[config.mk]
export PLATFORM = sky130hd
export DESIGN_NAME = qdac_host_ctrl
export DESIGN_NICKNAME = d
export VERILOG_FILES = /design/src/rtl/qdac_host_ctrl.sv
export SDC_FILE = /design/constraint.sdc
export NUM_CORES = 1
export LEC_CHECK = 0
export BUFFER_PORTS_ARGS = -buffer_cell sky130_fd_sc_hd__buf_2
export CORE_MARGIN = 2
export CORE_UTILIZATION = 40
export CTS_CLUSTER_SIZE = 24
export DETAILED_ROUTE_END_ITERATION = 8
export GPL_TIMING_DRIVEN = 0
export PLACE_DENSITY_LB_ADDON = 0.3
export SYNTH_ARGS = -nofsm -noshare
export SYNTH_HDL_FRONTEND = slang
export SYNTH_SLANG_ARGS = --single-unit
[constraint.sdc]
create_clock -name clk -period 2.36 [get_ports clk]
set_clock_uncertainty 0.15 [all_clocks]
set_input_delay 0.708 -clock clk [delete_from_list [all_inputs] [get_ports clk]]
set_output_delay 0.708 -clock clk [all_outputs]
set_load 0.02 [all_outputs]
[src/rtl/qdac_host_ctrl.sv]
module qdac_host_ctrl #(
  parameter int SYS_PERIOD_NS = 10,
  parameter int T_SETUP_NS    = 25,
  parameter int T_HOLD_NS     = 20,
  parameter int T_CLKHI_NS    = 30,
  parameter int T_CLKLO_NS    = 50,
  parameter int T_SELLEAD_NS  = 55,
  parameter int T_SELLAG_NS   = 15,
  parameter int T_LDLEAD_NS   = 40,
  parameter int T_LDLAG_NS    = 15,
  parameter int T_LDPULSE_NS  = 45,
  parameter int T_XFRPULSE_NS = 45,
  parameter int T_RSTLEAD_NS  = 25,
  parameter int T_RSTPULSE_NS = 70
) (
  input  logic        clk,
  input  logic        rst_n,
  input  logic        cmd_valid,
  output logic        cmd_ready,
  input  logic [1:0]  cmd_chan,
  input  logic [11:0] cmd_code,
  input  logic        cmd_update,
  input  logic        ldac_strobe,
  input  logic        rst_req,
  input  logic        rst_mid,
  output logic        dac_cs_n,
  output logic        dac_sclk,
  output logic        dac_sdo,
  output logic        dac_load_n,
  output logic        dac_ldac_n,
  output logic        dac_rst_n,
  output logic        dac_rstsel
);

  function automatic int ns2c(input int ns);
    int c;
    c = (ns + SYS_PERIOD_NS - 1) / SYS_PERIOD_NS;
    return (c < 1) ? 1 : c;
  endfunction

  function automatic int mx(input int a, input int b);
    return (a > b) ? a : b;
  endfunction

  localparam int FRAME_BITS = 16;
  localparam int N_LOW   = mx(ns2c(T_CLKLO_NS), ns2c(T_SETUP_NS));
  localparam int N_HIGH  = mx(ns2c(T_CLKHI_NS), ns2c(T_HOLD_NS));
  localparam int N_FIRST = mx(N_LOW, mx(ns2c(T_SELLEAD_NS), ns2c(T_LDLEAD_NS)));
  localparam int N_TAIL  = mx(N_HIGH, mx(ns2c(T_SELLAG_NS), ns2c(T_LDLAG_NS)));
  localparam int N_LOAD  = ns2c(T_LDPULSE_NS);
  localparam int N_XFR   = ns2c(T_XFRPULSE_NS);
  localparam int N_RSET  = ns2c(T_RSTLEAD_NS);
  localparam int N_RLOW  = ns2c(T_RSTPULSE_NS);
  localparam int N_MAX   = mx(mx(mx(N_FIRST, N_TAIL), mx(N_LOAD, N_XFR)), mx(N_RSET, N_RLOW));
  localparam int CW      = $clog2(N_MAX) + 1;
  localparam int BW      = $clog2(FRAME_BITS);

  typedef enum logic [3:0] {
    S_IDLE, S_FIRST, S_HIGH, S_LOW, S_TAIL, S_LOAD, S_XFR, S_RSET, S_RLOW
  } state_t;

  state_t                  st;
  logic [CW-1:0]           cnt;
  logic [BW-1:0]           nbit;
  logic [FRAME_BITS-1:0]   shreg;
  logic                    upd;
  logic                    sel_q;

  always_ff @(posedge clk or negedge rst_n) begin
    if (!rst_n) begin
      st    <= S_IDLE;
      cnt   <= '0;
      nbit  <= '0;
      shreg <= '0;
      upd   <= 1'b0;
      sel_q <= 1'b0;
    end else if (st == S_IDLE) begin
      if (rst_req) begin
        st    <= S_RSET;
        cnt   <= CW'(N_RSET - 1);
        sel_q <= rst_mid;
      end else if (cmd_valid) begin
        st    <= S_FIRST;
        cnt   <= CW'(N_FIRST - 1);
        shreg <= {cmd_chan, 2'b00, cmd_code};
        upd   <= cmd_update;
        nbit  <= '0;
      end else if (ldac_strobe) begin
        st  <= S_XFR;
        cnt <= CW'(N_XFR - 1);
      end
    end else if (cnt != '0) begin
      cnt <= cnt - 1'b1;
    end else begin
      case (st)
        S_FIRST, S_LOW: begin
          st  <= S_HIGH;
          cnt <= CW'(N_HIGH - 1);
        end
        S_HIGH: begin
          if (nbit == BW'(FRAME_BITS - 1)) begin
            st  <= S_TAIL;
            cnt <= CW'(N_TAIL - 1);
          end else begin
            st    <= S_LOW;
            cnt   <= CW'(N_LOW - 1);
            shreg <= {shreg[FRAME_BITS-2:0], 1'b0};
            nbit  <= nbit + 1'b1;
          end
        end
        S_TAIL: begin
          st  <= S_LOAD;
          cnt <= CW'(N_LOAD - 1);
        end
        S_LOAD: begin
          if (upd) begin
            st  <= S_XFR;
            cnt <= CW'(N_XFR - 1);
          end else begin
            st <= S_IDLE;
          end
        end
        S_RSET: begin
          st  <= S_RLOW;
          cnt <= CW'(N_RLOW - 1);
        end
        default: st <= S_IDLE;
      endcase
    end
  end

  assign cmd_ready  = (st == S_IDLE) && !rst_req;
  assign dac_sclk   = !(st == S_FIRST || st == S_LOW);
  assign dac_cs_n   = !(st == S_FIRST || st == S_LOW || st == S_HIGH || st == S_TAIL);
  assign dac_sdo    = shreg[FRAME_BITS-1];
  assign dac_load_n = (st != S_LOAD);
  assign dac_ldac_n = (st != S_XFR);
  assign dac_rst_n  = (st != S_RLOW);
  assign dac_rstsel = sel_q;

  AST_CS_RISE_CLK_HIGH: assert property (@(posedge clk) disable iff (!rst_n)
    $rose(dac_cs_n) |-> dac_sclk);
  AST_LOAD_HIGH_WHILE_SEL: assert property (@(posedge clk) disable iff (!rst_n)
    !dac_cs_n |-> dac_load_n);
  AST_LOAD_WITH_DESELECT: assert property (@(posedge clk) disable iff (!rst_n)
    $fell(dac_load_n) |-> $rose(dac_cs_n));
  AST_SDI_STABLE_HIGH: assert property (@(posedge clk) disable iff (!rst_n)
    (!dac_cs_n && dac_sclk && $past(dac_sclk) && !$past(dac_cs_n)) |-> $stable(dac_sdo));
  AST_READY_DROPS: assert property (@(posedge clk) disable iff (!rst_n)
    (cmd_valid && cmd_ready) |=> !cmd_ready);
  AST_IDLE_LEVELS: assert property (@(posedge clk) disable iff (!rst_n)
    cmd_ready |-> (dac_cs_n && dac_sclk && dac_load_n && dac_ldac_n && dac_rst_n));
  AST_ONE_STROBE: assert property (@(posedge clk) disable iff (!rst_n)
    $onehot0({!dac_load_n, !dac_ldac_n, !dac_rst_n}));
  AST_RSTSEL_HELD: assert property (@(posedge clk) disable iff (!rst_n)
    !dac_rst_n |-> $stable(dac_rstsel));

endmodule

Word level (Yosys, flattened, before mapping)
Index checks and enable logic that the tools add are counted.

Bitwise operators: 1. Add/sub/neg operators: 2. Eq/ne operators: 16. Multiplexer cells: 28. Reduce and logical (&&, ||, !) cells: 17.

Operator list (number): 16-bit two-way mux (6); 4-bit two-way mux (17); 4-bit case mux with 5 select lines (2); 4-bit by 3-bit == test with 1-bit output (second input constant) (3); 4-bit != test (second input constant) (3); 3-bit two-way mux (3); 4-bit by 2-bit == test with 1-bit output (second input constant) (2); 2-bit != test (second input constant) (4); 4-bit by 3-bit != test with 1-bit output (second input constant) (2); 7-bit nonzero test (1); 3-bit AND reduction (2); 5-bit AND reduction (1); 4-bit by 1-bit adder with 4-bit output (second input constant) (1); 4-bit by 1-bit == test with 1-bit output (second input constant) (1); 4-bit == test (second input constant) (1); 4-bit logical NOT (1); 2-bit AND reduction (2); 4-bit nonzero test (1); 4-bit by 1-bit subtractor with 4-bit output (second input constant) (1); 1-bit logical NOT (3); 1-bit logical OR (3); 2-bit nonzero test (1); 2-bit OR reduction (1); 1-bit logical AND (1); 1-bit NOT (1).

Output and inout port bits: 8. Input bits: 21. Word-level logic and storage cells: 70. Register bits after elaboration: 30.

Logic depth before layout (Yosys ltp)
Depth after elaboration: 5. Gate-level depth with buffers: 7.

Worst setup path before layout
Ideal clock, no wire load.

Path kind: reg2out. Start: register st[3]. End: output port cmd_ready. Arrival time: 1.336 ns. Buffers on the path: 1. Cell stages (with the launch flop): 4. Slack: 0.166 ns. Path through: dfrtp_1 -> or4_1 -> buf_2 -> nor2_1.

Word-level cells in the longest chain between the ends: 2.

Ends and longest elaborated chain: from (decl) (RTL line 62) `state_t st;`; from (signal assigned) (RTL line 71) `st <= S_IDLE;`; from (signal assigned) (RTL line 79) `st <= S_RSET;`; from (signal assigned) (RTL line 83) `st <= S_FIRST;`; 4-bit logical NOT (RTL line 132) `assign cmd_ready = (st == S_IDLE) && !rst_req;`; 1-bit logical AND (RTL line 132); to (decl) (RTL line 19) `output logic cmd_ready,`.

No other way between the ends.

Final worst setup path
Start: register st[1]. End: output port cmd_ready.

Same word-level chain as after synthesis.

==> results.yml <==
outcome:
  status: "complete, but fails checks"
  violations: "negative setup slack"
sta:
  fin_crit_ns: 2.37
  slew_violations: 0
  rsz0062_at_grt: "yes"
  slew_headroom_pct: 53.3
  fmax_mhz: 421
  timing.final.crit_share_pct: 101
  tns_ns: -0.0137
  finalSetupViolations: 1
  tightest_slew_ns: 0.701
  hold_violations: 0
  layout_setup_ws_ns: -0.0137
synth:
  yosysTopAreaCell: "dfrtp_1"
  synth_xor_area_share_pct: 1.02
  postSynthCellCount: 174
  synth_top_area_share_pct: 43.8
  async_flop_share_pct: 100
  yosysSeqAreaShare_pct: 43.8
  ys_types: 50
  ys.warnings.count: 0
  netlist_area_um2: 1710
  syn_avg_cell_area_um2: 9.85
  synth-adder-area-share_pct: 1.46
  synth_edf_count: 0
  synth_compound_area_share_pct: 17.2
  syn_nets: 197
  synthTopCellsByArea: "dfrtp_1 44%, mux2i_1 8.2%, nand3_1 5.5%"
  synthFlopType: "dfrtp_1"
  synthSimpleGateAreaFrac_pct: 22.6
  synth_top_family_by_area: "simple AND/OR/NAND/NOR gates"
  ys_seq_elements: 30
  synthMuxAreaShare_pct: 8.83
placement:
  io_buffers: 28
  dp_cells: 252
  dpl.hpwl_mm: 2.66
  place_congestion: 0.804
clock_network:
  cts_buffers: 5
  clock_latency_ns: 0.29
  clock-sinks: 30
  root_buffer: "clkbuf_8"
  clockBufferDepth: 2
  hold_buffers: 0
  cts_tree: "done"
  clk_pin_slew_ns: 0.07
  htree_levels: 2
grt:
  globalRouteTotalUtil_pct: 17.2
  grt_max_degree: 31
  grt_pass1_wl_mm: 6.76
  grt_overflow_total: 0
  grt_pass1_vias: 1481
  antenna_found_initial: 0
hold_path:
  hold_path_class: "input pin to asynchronous set/reset pin"
pwr:
  power_leakage_nw: 0.922
  peakVddDrop_mv: 0.628
  power_mw: 2.69
  powerDensity_nw_per_um2: 1290
critical_path:
  start_kind: "flop"
  cpPeakStageDelay_ns: 0.59
  crit_family: "simple AND/OR/NAND/NOR gates"
  critical_path_buf_inv_count: 1
  crit_type: "flop to primary output"
  path_cells: "or4_4, nor2_4, buf_6"
  critPathArrivalTime_ns: 1.52
  path_max_fanout: 5
  slowest_stage: "or4_4"
  cp_data_required_time_ns: 1.50
  cp-end-kind: "primary output"
route:
  ant_nets: 0
  viasPerCell: 5.56
  drc: 0
  routedWlPerCell_um: 14.6
  first_pass_iters: 5
  vias: 1458
  drtIter0Drc: 94
  wl_mm: 3.81
final_layout:
  drive_above_1_share_pct: 29.7
  nets: 234
  synthToLayoutAreaGrowth_pct: 22.1
  fillers: 358
  layoutNonFillerInstCount: 262
  utilization_pct: 51.6
  diodes: 0
die:
  ios: 29
  die_h_um: 69.5
  die_width_um: 69.5
  start_util_pct: 42.2
  dieArea_um2: 4820
  core_area_um2: 4060
  row_count: 23
job:
  drv_cap: 0
power by group:
| group | internal, mW | switching (mW) |
|---|---|---|
| Clock | 0.294 | 0.196 |
| Sequential | 0.741 | 0.176 |
| Combinational | 0.603 | 0.683 |
| Total | 1.64 | 1.06 |
flip-flops by register name, indices dropped and copies added, names as in the netlist:
signal / cells
cnt: 4
dac_rstsel: 1
nbit: 4
shreg: 16
st: 4
upd: 1
stage by stage:
step,hold WS (ns),cell area (µm²),setup slack (ns)
2_1_floorplan,0.262,1710,0.166
6_report,0.315,2090,-0.0137
4_1_cts,0.338,2070,-0.0503
5_1_grt,0.381,2090,-0.0609
3_3_place_gp,0.319,1920,0.129
3_5_place_dp,0.328,1920,0.116
layout make-up:
class | count | area (µm²) | area share [%]
multi-input cells | 126 | 907 | 43.3
well taps | 50 | 62.6 | 2.99
plain buffers | 11 | 70.1 | 3.35
clock buffers | 8 | 110 | 5.26
flip-flops and latches | 30 | 752 | 35.9
inverters | 6 | 22.5 | 1.08
repair buffers | 31 | 169 | 8.07
logic make-up after synthesis:
family / Yosys count
fa+ha+maj: 2
xor+xnor: 2
simple gates: 65
flops: 30
compound gates: 42
buf+inv: 18
mux: 15
Yosys cell counts, drive strengths merged (3+ instances only):
| cell type | number |
|---|---|
| a22o | 3 |
| buf | 6 |
| clkbuf | 6 |
| dfrtp | 30 |
| inv | 6 |
| mux2i | 14 |
| nand2 | 14 |
| nand3 | 20 |
| nand3b | 3 |
| nand4 | 3 |
| nor2 | 7 |
| nor3b | 3 |
| o211ai | 3 |
| o21ai | 16 |
| o221ai | 3 |
layer usage:
layer | GRT usage (%) | wire length, µm | up-vias
met3 | 4.80 | 204 | 7
met1 | 21.5 | 1810 | 689
li1 | - | - | 721
met4 | 6.54 | 65 | 0
met2 | 28.1 | 1740 | 41
met5 | 0 | 0 | -
repair_timing:
item                       in CTS  in global routing
setup endpoints to repair       5                 12
gates resized for setup         8                 13
gates cloned                    0                  0
buffers inserted                3                  0
pin swaps                       2                  1
final timing paths:
kind,startpoint,endpoint,slack (ns),cells past startpoint
max in group asynchronous,rst_n,st[0],1.26,1
setup reg to reg,st[3],shreg[4],0.11,8
hold / removal,rst_n,st[3],0.32,1
setup / recovery,st[1],cmd_ready,-0.01,3
min in group clk,shreg[11],shreg[12],0.33,2
hold reg to reg,shreg[11],shreg[12],0.33,2
cell usage in the layout, fill, tap and decap left out, types with 3 or more instances in the layout:
cell type / n
dfrtp_1: 29
a22o_1: 3
nand3_1: 19
o221ai_1: 3
buf_4: 4
o21ai_0: 16
clkbuf_8: 8
nand4_1: 3
inv_1: 6
buf_6: 3
nand2_1: 14
mux2i_1: 14
buf_2: 31
nor2_1: 5
Power figures use the tool's default switching activity.
